## config.mk

```make
export PLATFORM = sky130hd
export DESIGN_NAME = pwrfail_seq
export DESIGN_NICKNAME = d
export VERILOG_FILES = /design/src/rtl/pfs_pkg.sv /design/src/rtl/pfs_sync.sv /design/src/rtl/pfs_qualify.sv /design/src/rtl/pfs_fsm.sv /design/src/rtl/pwrfail_seq.sv
export SDC_FILE = /design/constraint.sdc
export NUM_CORES = 1
export LEC_CHECK = 0
export BUFFER_PORTS_ARGS = -buffer_cell sky130_fd_sc_hd__buf_2
export CAP_MARGIN = 40
export CORE_ASPECT_RATIO = 0.8
export CORE_MARGIN = 1.5
export CORE_UTILIZATION = 53
export CTS_BUF_LIST = sky130_fd_sc_hd__clkbuf_16
export DETAILED_ROUTE_END_ITERATION = 12
export PLACE_DENSITY = 0.83
export REMOVE_ABC_BUFFERS = 1
export SKIP_LAST_GASP = 1
export SYNTH_ARGS = -nofsm -noshare
export SYNTH_HDL_FRONTEND = slang
export SYNTH_SLANG_ARGS = --single-unit
```

## constraint.sdc

```tcl
create_clock -name clk -period 2.1 [get_ports clk]
set_input_delay 0.105 -clock clk [delete_from_list [all_inputs] [get_ports clk]]
set_output_delay 0.105 -clock clk [all_outputs]
set_load 0.02 [all_outputs]
```

## src/rtl/pfs_pkg.sv

```systemverilog
package pfs_pkg;
  typedef enum logic [1:0] {
    ST_SEALED = 2'd0,
    ST_NORMAL = 2'd1,
    ST_PROT   = 2'd2,
    ST_BACKUP = 2'd3
  } pfs_state_t;

  localparam int NFLAG  = 2;
  localparam int F_TRIP = 0;
  localparam int F_SWO  = 1;
endpackage

```

## src/rtl/pfs_sync.sv

```systemverilog
module pfs_sync #(
  parameter int W = 2
) (
  input  logic         clk,
  input  logic         rst,
  input  logic [W-1:0] d,
  output logic [W-1:0] q
);
  logic [W-1:0] stage1;

  for (genvar i = 0; i < W; i++) begin : g_bit
    always_ff @(posedge clk) begin
      if (rst) begin
        stage1[i] <= 1'b0;
        q[i]      <= 1'b0;
      end else begin
        stage1[i] <= d[i];
        q[i]      <= stage1[i];
      end
    end
  end
endmodule

```

## src/rtl/pfs_qualify.sv

```systemverilog
module pfs_qualify #(
  parameter int W    = 2,
  parameter int HOLD = 16
) (
  input  logic         clk,
  input  logic         rst,
  input  logic [W-1:0] lvl,
  output logic [W-1:0] held
);
  localparam int CW = $clog2(HOLD + 1);
  localparam logic [CW-1:0] LIMIT = CW'(HOLD);

  for (genvar i = 0; i < W; i++) begin : g_cnt
    logic [CW-1:0] cnt;
    always_ff @(posedge clk) begin
      if (rst || !lvl[i]) cnt <= '0;
      else if (cnt != LIMIT) cnt <= cnt + 1'b1;
    end
    assign held[i] = (cnt == LIMIT);


    held_needs_level_chk: assert property (@(posedge clk) disable iff (rst)
      held[i] |-> $past(lvl[i]));
  end
endmodule

```

## src/rtl/pfs_fsm.sv

```systemverilog
module pfs_fsm
  import pfs_pkg::*;
(
  input  logic       clk,
  input  logic       rst,
  input  logic       trip_lvl,
  input  logic       swo_lvl,
  input  logic       trip_held,
  input  logic       swo_held,
  output pfs_state_t st
);
  pfs_state_t st_nxt;

  always_comb begin
    st_nxt = st;
    unique case (st)
      ST_SEALED: if (trip_held) st_nxt = ST_NORMAL;
      ST_NORMAL: if (!trip_lvl) st_nxt = ST_PROT;
      ST_PROT: begin
        if (!swo_lvl)       st_nxt = ST_BACKUP;
        else if (trip_held) st_nxt = ST_NORMAL;
      end
      ST_BACKUP: if (swo_held) st_nxt = ST_PROT;
      default:   st_nxt = ST_SEALED;
    endcase
  end

  always_ff @(posedge clk) begin
    if (rst) st <= ST_SEALED;
    else     st <= st_nxt;
  end


  no_reseal_chk: assert property (@(posedge clk) disable iff (rst)
    (st != ST_SEALED) |=> (st != ST_SEALED));

  trip_loss_protects_chk: assert property (@(posedge clk) disable iff (rst)
    (st == ST_NORMAL && !trip_lvl) |=> (st == ST_PROT));

  resume_needs_hold_chk: assert property (@(posedge clk) disable iff (rst)
    $rose(st == ST_NORMAL) |-> $past(trip_held));

  backup_exits_to_prot_chk: assert property (@(posedge clk) disable iff (rst)
    $fell(st == ST_BACKUP) |-> (st == ST_PROT));
endmodule

```

## src/rtl/pwrfail_seq.sv

```systemverilog
module pwrfail_seq
  import pfs_pkg::*;
#(
  parameter int TIGHT_TOL = 0,
  parameter int HOLD_CYC  = 16
) (
  input  logic        clk,
  input  logic        rst,
  input  logic        trip_ok_async,
  input  logic        swo_ok_async,
  input  logic        host_ce,
  input  logic        host_we,
  input  logic        host_oe,
  output logic        mem_ce,
  output logic        mem_we,
  output logic        mem_oe,
  output logic        out_hiz,
  output logic        protect,
  output logic        sel_main,
  output logic        sel_backup,
  output logic        sealed,
  output logic        unpowered,
  output logic [12:0] thresh_mv
);
  localparam logic [12:0] TRIP_MV   = (TIGHT_TOL != 0) ? 13'd4625 : 13'd4375;
  localparam logic [12:0] RESUME_MV = (TIGHT_TOL != 0) ? 13'd4750 : 13'd4500;

  logic [NFLAG-1:0] raw, lvl, held;
  pfs_state_t       st;
  logic             open_acc;

  assign raw[F_TRIP] = trip_ok_async;
  assign raw[F_SWO]  = swo_ok_async;

  pfs_sync #(.W(NFLAG)) u_sync (
    .clk(clk), .rst(rst), .d(raw), .q(lvl)
  );

  pfs_qualify #(.W(NFLAG), .HOLD(HOLD_CYC)) u_qual (
    .clk(clk), .rst(rst), .lvl(lvl), .held(held)
  );

  pfs_fsm u_fsm (
    .clk(clk), .rst(rst),
    .trip_lvl(lvl[F_TRIP]), .swo_lvl(lvl[F_SWO]),
    .trip_held(held[F_TRIP]), .swo_held(held[F_SWO]),
    .st(st)
  );

  assign open_acc   = (st == ST_NORMAL);
  assign protect    = !open_acc;
  assign sealed     = (st == ST_SEALED);
  assign sel_backup = (st == ST_BACKUP);
  assign sel_main   = open_acc || (st == ST_PROT) || (sealed && lvl[F_SWO]);
  assign unpowered  = sealed && !lvl[F_SWO];
  assign thresh_mv  = protect ? RESUME_MV : TRIP_MV;

  assign mem_ce  = host_ce && open_acc;
  assign mem_we  = host_we && open_acc;
  assign mem_oe  = host_oe && !host_we && open_acc;
  assign out_hiz = !(mem_ce && mem_oe);


  protect_blocks_chk: assert property (@(posedge clk) disable iff (rst)
    protect |-> (!mem_ce && !mem_we && !mem_oe && out_hiz));

  one_source_chk: assert property (@(posedge clk) disable iff (rst)
    !(sel_main && sel_backup));

  unpowered_only_sealed_chk: assert property (@(posedge clk) disable iff (rst)
    unpowered |-> (sealed && !sel_main && !sel_backup));

  write_kills_oe_chk: assert property (@(posedge clk) disable iff (rst)
    host_we |-> !mem_oe);
endmodule

```

==> flow_summary.json <==
{
  "drc": 0,
  "dp.cells": 134,
  "routed_wl_mm": 1.47,
  "synth_seq_area_share": 0.352,
  "synthCells": 99,
  "cts_inserted_buffers": 3,
  "cts.sinks": 16,
  "ctsResizeCount": 0,
  "grt_first_pass_wirelength_mm": 2.30,
  "finalNonFillerCells": 138,
  "placementRows": 13,
  "max-cap-violations": 0,
  "synth-seq-cells": 16,
  "final_common_cell": "buf_2",
  "p_sw_frac": 0.251,
  "die_x_microns": 49.3,
  "gp_congestion": 0.792,
  "port_buffers": 18,
  "n_fill_cell": 122,
  "num_vias": 650,
  "seqPwrFrac": 0.391,
  "track_usage": 0.162,
  "fin_setup_tns_ps": 0,
  "dp_hpwl_mm": 1.16,
  "end_kind": "primary output",
  "syn_to_final_growth_pct": 14.2,
  "layout_common_cells": "18 x buf_2, 16 x dfxtp_1, 10 x nor2_1, 10 x conb_1",
  "ios": 29,
  "utilization": 0.645,
  "antenna_found_initial": 0,
  "cts.htree.levels": 1,
  "fin_skew_ps": 5.44,
  "rsz0062_at_grt": "no",
  "crit_type": "flop to primary output",
  "nNetsFinal": 132,
  "vias_per_cell": 4.71,
  "setup_viol_count_final": 0,
  "drt_iter0_markers": 7,
  "design_area_sq_um": 1040,
  "cts_hold_buffers": 0,
  "min_path_type": "primary input to flop",
  "clkLatencyLatePin_ps": 240,
  "worstPathMaxFanout": 6,
  "outcome": "complete, no violations",
  "wl_per_cell_microns": 10.6,
  "drv_slew": 0,
  "syn_area_sq_um": 910,
  "period_needed_ps": 1590,
  "overflow": 0,
  "synth.lib_cells_used.distinct": 26,
  "startpoint_type": "flop",
  "crit_arrival_ps": 1490,
  "firstDrtPassIters": 4,
  "die_area_sq_um": 1980,
  "ir_worst_vdd_mv": 0.697,
  "cts.root.buffer_cell": "clkbuf_16",
  "initial_utilization": 0.565,
  "num_antenna_cells": 0,
  "avgSynthCellArea_sq_um": 9.19,
  "placed_area_sq_um": 960,
  "internal_power_w": 0.000609,
  "post-route-period-util": 0.759,
  "core_area_sq_um": 1610,
  "post_cts_buffers": 0,
  "cp.required_ps": 2000,
  "ant_nets": 0,
  "pwr_density_cell_nw_per_um2": 783,
  "grt_pass1_vias": 575,
  "combinationalPowerShare": 0.164,
  "cts_buffer_depth": 2,
  "pwr-share-clk": 0.445,
  "grt_max_degree": 10,
  "path_clk_slew_ps": 40,
  "drive_gt1_frac": 0.216,
  "fmax_ghz": 0.627,
  "hold_viol": 0,
  "cts_tree": "yes",
  "leakagePower_nw": 0.439,
  "fp.dieH_microns": 40.1,
  "yosys_warnings": 0,
  "p_switching_w": 0.000204
}
cells in the mapped netlist:
master,number,share of area
nand2_1,4,0.017
nor3_1,4,0.022
ha_1,8,0.11
a21oi_1,1,0.0055
inv_1,8,0.033
and4bb_4,2,0.036
xor2_1,4,0.039
dfxtp_1,16,0.35
nand4bb_1,1,0.012
a311oi_1,1,0.0096
a22o_1,1,0.0096
nor2b_1,5,0.034
nor2_1,10,0.041
and2_1,2,0.014
a21o_1,1,0.0083
o221ai_2,1,0.017
nand2b_1,3,0.021
conb_1,2,0.0083
a221oi_2,1,0.017
buf_4,13,0.11
o221ai_1,1,0.0096
nor3b_1,1,0.0083
xnor2_1,3,0.029
nand3_1,4,0.022
a21boi_1,1,0.0083
mux2i_1,1,0.011
power by group through the flow:
stage,Sequential (W),Clock (W),Combinational [W]
after CTS,0.000318,0.000370,0.000134
after detailed placement,0.000324,0,0.000133
after floorplan,0.000322,0,0.0000969
after global routing,0.000319,0.000389,0.000144
final,0.000318,0.000362,0.000133
after global placement,0.000323,0,0.000131
per-layer routing:
metal  share of wire  wire, microns  global-route usage
met1            0.43            631               0.167
met2            0.51            744               0.294
met3           0.061             89              0.0746
met4               0              0              0.0714
met5               0              0                   0
cells by family after synthesis:
kind of cell | share of synthesized area
buf+inv | 0.140
mux | 0.0110
simple gates | 0.227
fa+ha+maj | 0.110
other cells | 0.00826
xor+xnor | 0.0674
flops | 0.352
compound gates | 0.0839
flip-flops by register name, indices dropped and copies added, names as in the netlist:
name	count
u_sync.stage1	2
u_fsm.st	2
u_qual.g_cnt.cnt	10
u_sync.q	2
layout make-up:
cell class	count	area, sq um	area share
Timing Repair Buffer	18	90.1	0.0867
Multi-Input combinational cell	70	492	0.473
Clock inverter	1	3.75	0.00361
Tap cell	22	27.5	0.0265
Clock buffer	3	75.1	0.0723
Sequential cell	16	320	0.308
Inverter	8	30.0	0.0289
critical path: stages, from the launching register on:
cell     delay [ps]
dfxtp_1         320
inv_1           100
ha_1            230
inv_1           100
nor3b_1         270
nand2_1          80
buf_2           160
final timing paths:
path | slack, ps | cells past startpoint | to | from
worst min register to register | 440 | 1 | u_sync.q[1] | u_sync.stage1[1]
worst max-delay path | 510 | 6 | out_hiz | u_fsm.st[1]
worst max register to register | 720 | 5 | u_fsm.st[1] | u_fsm.st[0]
worst min-delay path | 80 | 2 | u_sync.stage1[1] | swo_ok_async
stage by stage:
stage / hold WS (ps) / setup slack, ps / total power (W)
2_1_floorplan: 171 / -120 / 0.000419
4_1_cts: 83.5 / 487 / 0.000822
6_report: 81.2 / 506 / 0.000813
3_5_place_dp: 331 / 730 / 0.000457
3_3_place_gp: 321 / 742 / 0.000455
5_1_grt: 81.8 / 320 / 0.000852
Note: power is estimated with default switching activity, not from simulation.
